[config.mk]
export PLATFORM = sky130hd
export DESIGN_NAME = color_palette_port
export DESIGN_NICKNAME = d
export VERILOG_FILES = /design/src/rtl/cpal_pkg.sv /design/src/rtl/cpal_half.sv /design/src/rtl/cpal_store.sv /design/src/rtl/color_palette_port.sv
export SDC_FILE = /design/constraint.sdc
export NUM_CORES = 2
export LEC_CHECK = 0
export BUFFER_PORTS_ARGS = -buffer_cell sky130_fd_sc_hd__buf_2
export CORE_MARGIN = 2
export CORE_UTILIZATION = 25
export CTS_CLUSTER_DIAMETER = 100
export CTS_CLUSTER_SIZE = 10
export DETAILED_ROUTE_END_ITERATION = 10
export MAX_ROUTING_LAYER = met4
export PLACE_DENSITY = 0.47
export SLEW_MARGIN = 10
export SYNTH_ARGS = -nofsm -noshare
export SYNTH_HDL_FRONTEND = slang
export SYNTH_HIERARCHICAL = 1
export SYNTH_SLANG_ARGS = --single-unit
[constraint.sdc]
create_clock -name clk -period 7.3 [get_ports clk]
set_clock_uncertainty 0.2 [all_clocks]
set_input_delay 1.825 -clock clk [delete_from_list [all_inputs] [get_ports clk]]
set_output_delay 1.825 -clock clk [all_outputs]
set_load 0.05 [all_outputs]
[src/rtl/cpal_pkg.sv]
package cpal_pkg;
  typedef enum logic [1:0] {
    SEL_BG_PTR  = 2'd0,
    SEL_BG_VAL  = 2'd1,
    SEL_OBJ_PTR = 2'd2,
    SEL_OBJ_VAL = 2'd3
  } cpal_sel_e;

  localparam int unsigned NUM_HALVES = 2;
endpackage

[src/rtl/cpal_half.sv]
module cpal_half #(
  parameter int unsigned DATA_W = 8,
  parameter int unsigned OFS_W  = 6
) (
  input  logic              clk,
  input  logic              rst_n,
  input  logic              ptr_we,
  input  logic              val_we,
  input  logic [DATA_W-1:0] wr_data,
  output logic [DATA_W-1:0] ptr_q,
  output logic [OFS_W-1:0]  ofs
);
  logic [DATA_W-1:0] ptr_d;
  logic [OFS_W-1:0]  ofs_inc;

  assign ofs_inc = ptr_q[OFS_W-1:0] + OFS_W'(1);

  always_comb begin
    ptr_d = ptr_q;
    if (ptr_we) begin
      ptr_d                = '0;
      ptr_d[DATA_W-1]      = wr_data[DATA_W-1];
      ptr_d[OFS_W-1:0]     = wr_data[OFS_W-1:0];
    end else if (val_we && ptr_q[DATA_W-1]) begin
      ptr_d                = '0;
      ptr_d[DATA_W-1]      = 1'b1;
      ptr_d[OFS_W-1:0]     = ofs_inc;
    end
  end

  always_ff @(posedge clk or negedge rst_n) begin
    if (!rst_n) ptr_q <= '0;
    else        ptr_q <= ptr_d;
  end

  assign ofs = ptr_q[OFS_W-1:0];
endmodule

[src/rtl/cpal_store.sv]
module cpal_store #(
  parameter int unsigned DATA_W = 8,
  parameter int unsigned DEPTH  = 128,
  parameter int unsigned ADDR_W = 7
) (
  input  logic                    clk,
  input  logic                    rst_n,
  input  logic                    we,
  input  logic [ADDR_W-1:0]       waddr,
  input  logic [DATA_W-1:0]       wdata,
  input  logic [ADDR_W-1:0]       raddr,
  output logic [DATA_W-1:0]       rdata,
  output logic [DEPTH*DATA_W-1:0] flat
);
  logic [DATA_W-1:0] mem [DEPTH];

  for (genvar k = 0; k < DEPTH; k++) begin : g_byte
    always_ff @(posedge clk or negedge rst_n) begin
      if (!rst_n)                           mem[k] <= '0;
      else if (we && waddr == ADDR_W'(k))   mem[k] <= wdata;
    end
    assign flat[k*DATA_W +: DATA_W] = mem[k];
  end

  assign rdata = mem[raddr];
endmodule

[src/rtl/color_palette_port.sv]
module color_palette_port #(
  parameter int unsigned DATA_W     = 8,
  parameter int unsigned HALF_DEPTH = 64
) (
  input  logic                           clk,
  input  logic                           rst_n,
  input  logic [1:0]                     reg_sel,
  input  logic                           wr_en,
  input  logic [DATA_W-1:0]              wr_data,
  output logic [DATA_W-1:0]              rd_data,
  output logic [2*HALF_DEPTH*DATA_W-1:0] palette_flat
);
  import cpal_pkg::*;

  localparam int unsigned OFS_W  = $clog2(HALF_DEPTH);
  localparam int unsigned DEPTH  = NUM_HALVES * HALF_DEPTH;
  localparam int unsigned ADDR_W = OFS_W + 1;

  logic [DATA_W-1:0] ptr_q [NUM_HALVES];
  logic [OFS_W-1:0]  ofs   [NUM_HALVES];
  logic              half_sel;
  logic              is_val;
  logic [ADDR_W-1:0] addr;
  logic [DATA_W-1:0] mem_rd;

  assign half_sel = reg_sel[1];
  assign is_val   = reg_sel[0];

  for (genvar h = 0; h < NUM_HALVES; h++) begin : g_half
    logic hit;
    assign hit = wr_en && (half_sel == 1'(h));
    cpal_half #(.DATA_W(DATA_W), .OFS_W(OFS_W)) u_half (
      .clk     (clk),
      .rst_n   (rst_n),
      .ptr_we  (hit && !is_val),
      .val_we  (hit && is_val),
      .wr_data (wr_data),
      .ptr_q   (ptr_q[h]),
      .ofs     (ofs[h])
    );
  end

  assign addr = {half_sel, ofs[half_sel]};

  cpal_store #(.DATA_W(DATA_W), .DEPTH(DEPTH), .ADDR_W(ADDR_W)) u_store (
    .clk   (clk),
    .rst_n (rst_n),
    .we    (wr_en && is_val),
    .waddr (addr),
    .wdata (wr_data),
    .raddr (addr),
    .rdata (mem_rd),
    .flat  (palette_flat)
  );

  assign rd_data = is_val ? mem_rd : ptr_q[half_sel];
endmodule

==> flow_summary.yaml <==
clock_tree:
  cts_tree: "built"
  htreeDepth: 3
  clockRootBuffer: "clkbuf_16"
  clk_pin_slew_worst_paths_ns: 0.06
  clk_latency_ns: 0.78
  numCtsBuffers: 117
  cts_sinks: 1038
  clockBufferDepth: 3
synth:
  synth-adder-area-share: 0.000526
  syn-num-nets: 2924
  yosysWarningCount: 6
  seq_area_frac_synth: 0.546
  synth_edf_count: 0
  async_flop_share: 1.00
  synth_top_family_by_area: "multiplexers"
  synth_flop_cell: "dfrtp_1"
  synth_area_leaders: "dfrtp_1 (55%), mux2_2 (25%), mux4_2 (16%)"
  yosys.area_share.simple: 0.0213
  syn-instance-count: 2909
  synth-xor-area-share: 0.000736
  synth-compound-area-share: 0.00247
  yosys.area.top_type: "dfrtp_1"
  ys_top_cells_by_count: "mux2_2 (1040), dfrtp_1 (1038), mux4_2 (336), clkbuf_1 (171), nor2_1 (82)"
  netlist.area_leader.share: 0.546
  synthMuxAreaShare: 0.407
  syn_area_um2: 47600
  syn_avg_cell_area_um2: 16.4
  synth_most_common_cell: "mux2_2"
  synth_cell_type_count: 35
  yosys_register_bits: 1038
flow_run:
  maxCapViolations: 0
power_and_ir_drop:
  peakVddDrop_mv: 0.217
  cellPowerDensity_nw_per_um2: 353
  p_leak_uw: 0.0309
cells_and_area:
  stdcell_count: 6536
  area_delta_synth_final_pct: 26.9
  multiInputGateArea_um2: 20800
  nets: 4022
  design_area_um2: 60400
  seqCellArea_um2: 26000
  finalCoreUtilization: 0.319
  num-fill-cells: 18900
  drive_gt1_frac: 0.686
global_route:
  grt_max_degree: 150
  gr-usage-all-layers: 0.257
  grt_pass1_wl_um: 328000
  antenna_found_initial: 21
  grt_pass1_vias: 33500
  grt.overflow.total: 0
setup_path:
  cp-end-kind: "output pin"
  crit_type: "input pin to output pin"
  cp.required_ns: 5.28
  r2r-start: "g_half[0].u_half/ptr_q[0]"
  cp-start-kind: "input pin"
  ff2ff_path_depth: 8
  r2r_slack_ns: 2.85
  r2r-end: "u_store/flat[110]"
  cp_max_fo: 7
  cp.arrival_ns: 5.29
timing:
  fin_crit_ns: 7.31
  tightest_slew_ns: 1.26
  fin_tns_setup_ns: -0.0117
  finalSetupViolations: 1
  fin_crit_sh: 1.00
  rsz0062_at_grt: "false"
  final_hold_viol_count: 0
  maxSlewHeadroom: 0.156
  slew_viol_final: 0
  fin_ws_ns: -0.0117
  fmax_ghz: 0.137
hold_path:
  worstHoldPathCells: 1
  hp-class: "flip-flop to flip-flop"
  worstHoldStart: "u_store/flat[1014]"
  min_to: "u_store/flat[1014]"
placement:
  dpl-instance-area_um2: 56700
  port_buffers: 1044
  place_congestion: 0.925
  dp_slack_ns: -0.290
  dp_hpwl_um: 188000
  dp.cells: 6380
floorplan:
  pin_count: 1045
  die_x_um: 440
  dieArea_um2: 194000
  row_count: 160
  die_h_um: 440
  start_util: 0.251
  coreArea_um2: 190000
drt:
  vias_per_cell: 5.12
  routedWlPerCell_um: 38.1
  vias: 33400
  drt_pre_antenna_iters: 5
  wirelength_um: 249000
  route.detailed.drc: 0
  drtIter0Drc: 2813
  ant_nets: 0
status:
  outcome: "finished, violations left"
  violations: "negative setup slack"
worst max path at each step:
stage | endpoint | startpoint | cells after the start | slack, ns
final | rd_data[4] | reg_sel[1] | 12 | -0.01
after global routing | rd_data[1] | reg_sel[1] | 13 | 0.004
after CTS | rd_data[6] | reg_sel[1] | 12 | -0.03
after detailed placement | rd_data[1] | reg_sel[1] | 12 | -0.29
after global placement | rd_data[7] | reg_sel[1] | 10 | -0.32
after floorplan | rd_data[0] | reg_sel[1] | 10 | 0.14
where the power goes:
group,internal (uW),total (uW),leakage (uW),switching [uW]
clock network,2980,5460,0.00156,2480
logic,2730,8360,0.0150,5630
registers,6560,7520,0.0143,958
per-layer routing:
metal  track usage  vias to the layer above  routed length (um)
li1              -                    13200                   -
met1         0.322                    18500              102000
met2         0.396                     1364              117000
met3        0.0500                      394               15600
met4         0.130                        0               14800
met5             -                        -                   0
cell type report:
type,instances,share of cell area
sequential,1038,0.430
clock inverter,10,0.00224
antenna,2,0.0000829
tap,2511,0.0520
inverter,2,0.000124
multi-input combinational,1636,0.344
timing repair buffer,1212,0.121
clock buffer,125,0.0506
sequential cells by signal, indices dropped and copies added, names as in the netlist:
register             count
g_half.u_half/ptr_q     14
u_store/flat          1024
repair_timing:
| item | CTS | global route |
|---|---|---|
| endpoints found under the setup margin | 8 | 7 |
| gates resized for setup | 38 | 33 |
| buffers inserted | 5 | 11 |
| endpoints found under the hold margin | 0 | 0 |
| cloned | 2 | 3 |
| hold buffers | 0 | 0 |
cells in the final DEF (no fill, tap or decap), types with 3 or more instances in the layout:
cell type	count
nand2_4	3
buf_2	1026
buf_12	35
xor2_1	4
nand3_1	12
or4_1	4
or3b_2	3
nor2b_1	6
mux2i_1	10
o21ai_0	12
mux2_4	6
o21ai_2	3
buf_6	24
or2_2	4
mux2_8	3
nor2_1	82
buf_4	111
buf_16	6
and3b_1	4
buf_8	7
inv_6	4
nor3b_2	5
o21ai_4	5
dfrtp_1	1038
clkbuf_16	124
nand2_2	4
mux2_2	1031
nand2_1	72
and2b_2	3
mux4_2	336
clkbuf_1	3
kinds of logic after synthesis:
group           after synthesis
mux                        1386
flops                      1038
buf+inv                     235
simple gates                220
compound gates               22
xor+xnor                      4
fa+ha+maj                     2
other cells                   2
through the flow:
stage          hold WS (ns)  power [uW]
6_report              0.324       21300
3_5_place_dp          0.312       15800
2_1_floorplan         0.356       12500
3_3_place_gp          0.307       15700
4_1_cts               0.324       21400
5_1_grt               0.342       22000
critical path: stages:
cell and delay, ns:
buf_6 0.10, mux2_8 0.40, buf_16 0.17, buf_12 0.17, buf_4 0.15, mux4_2 0.52, mux4_2 0.59, mux4_2 0.61
mux2_4 0.31, nand2_2 0.10, o21ai_4 0.09, buf_6 0.19
No activity file was read; power rests on OpenSTA's default activity.
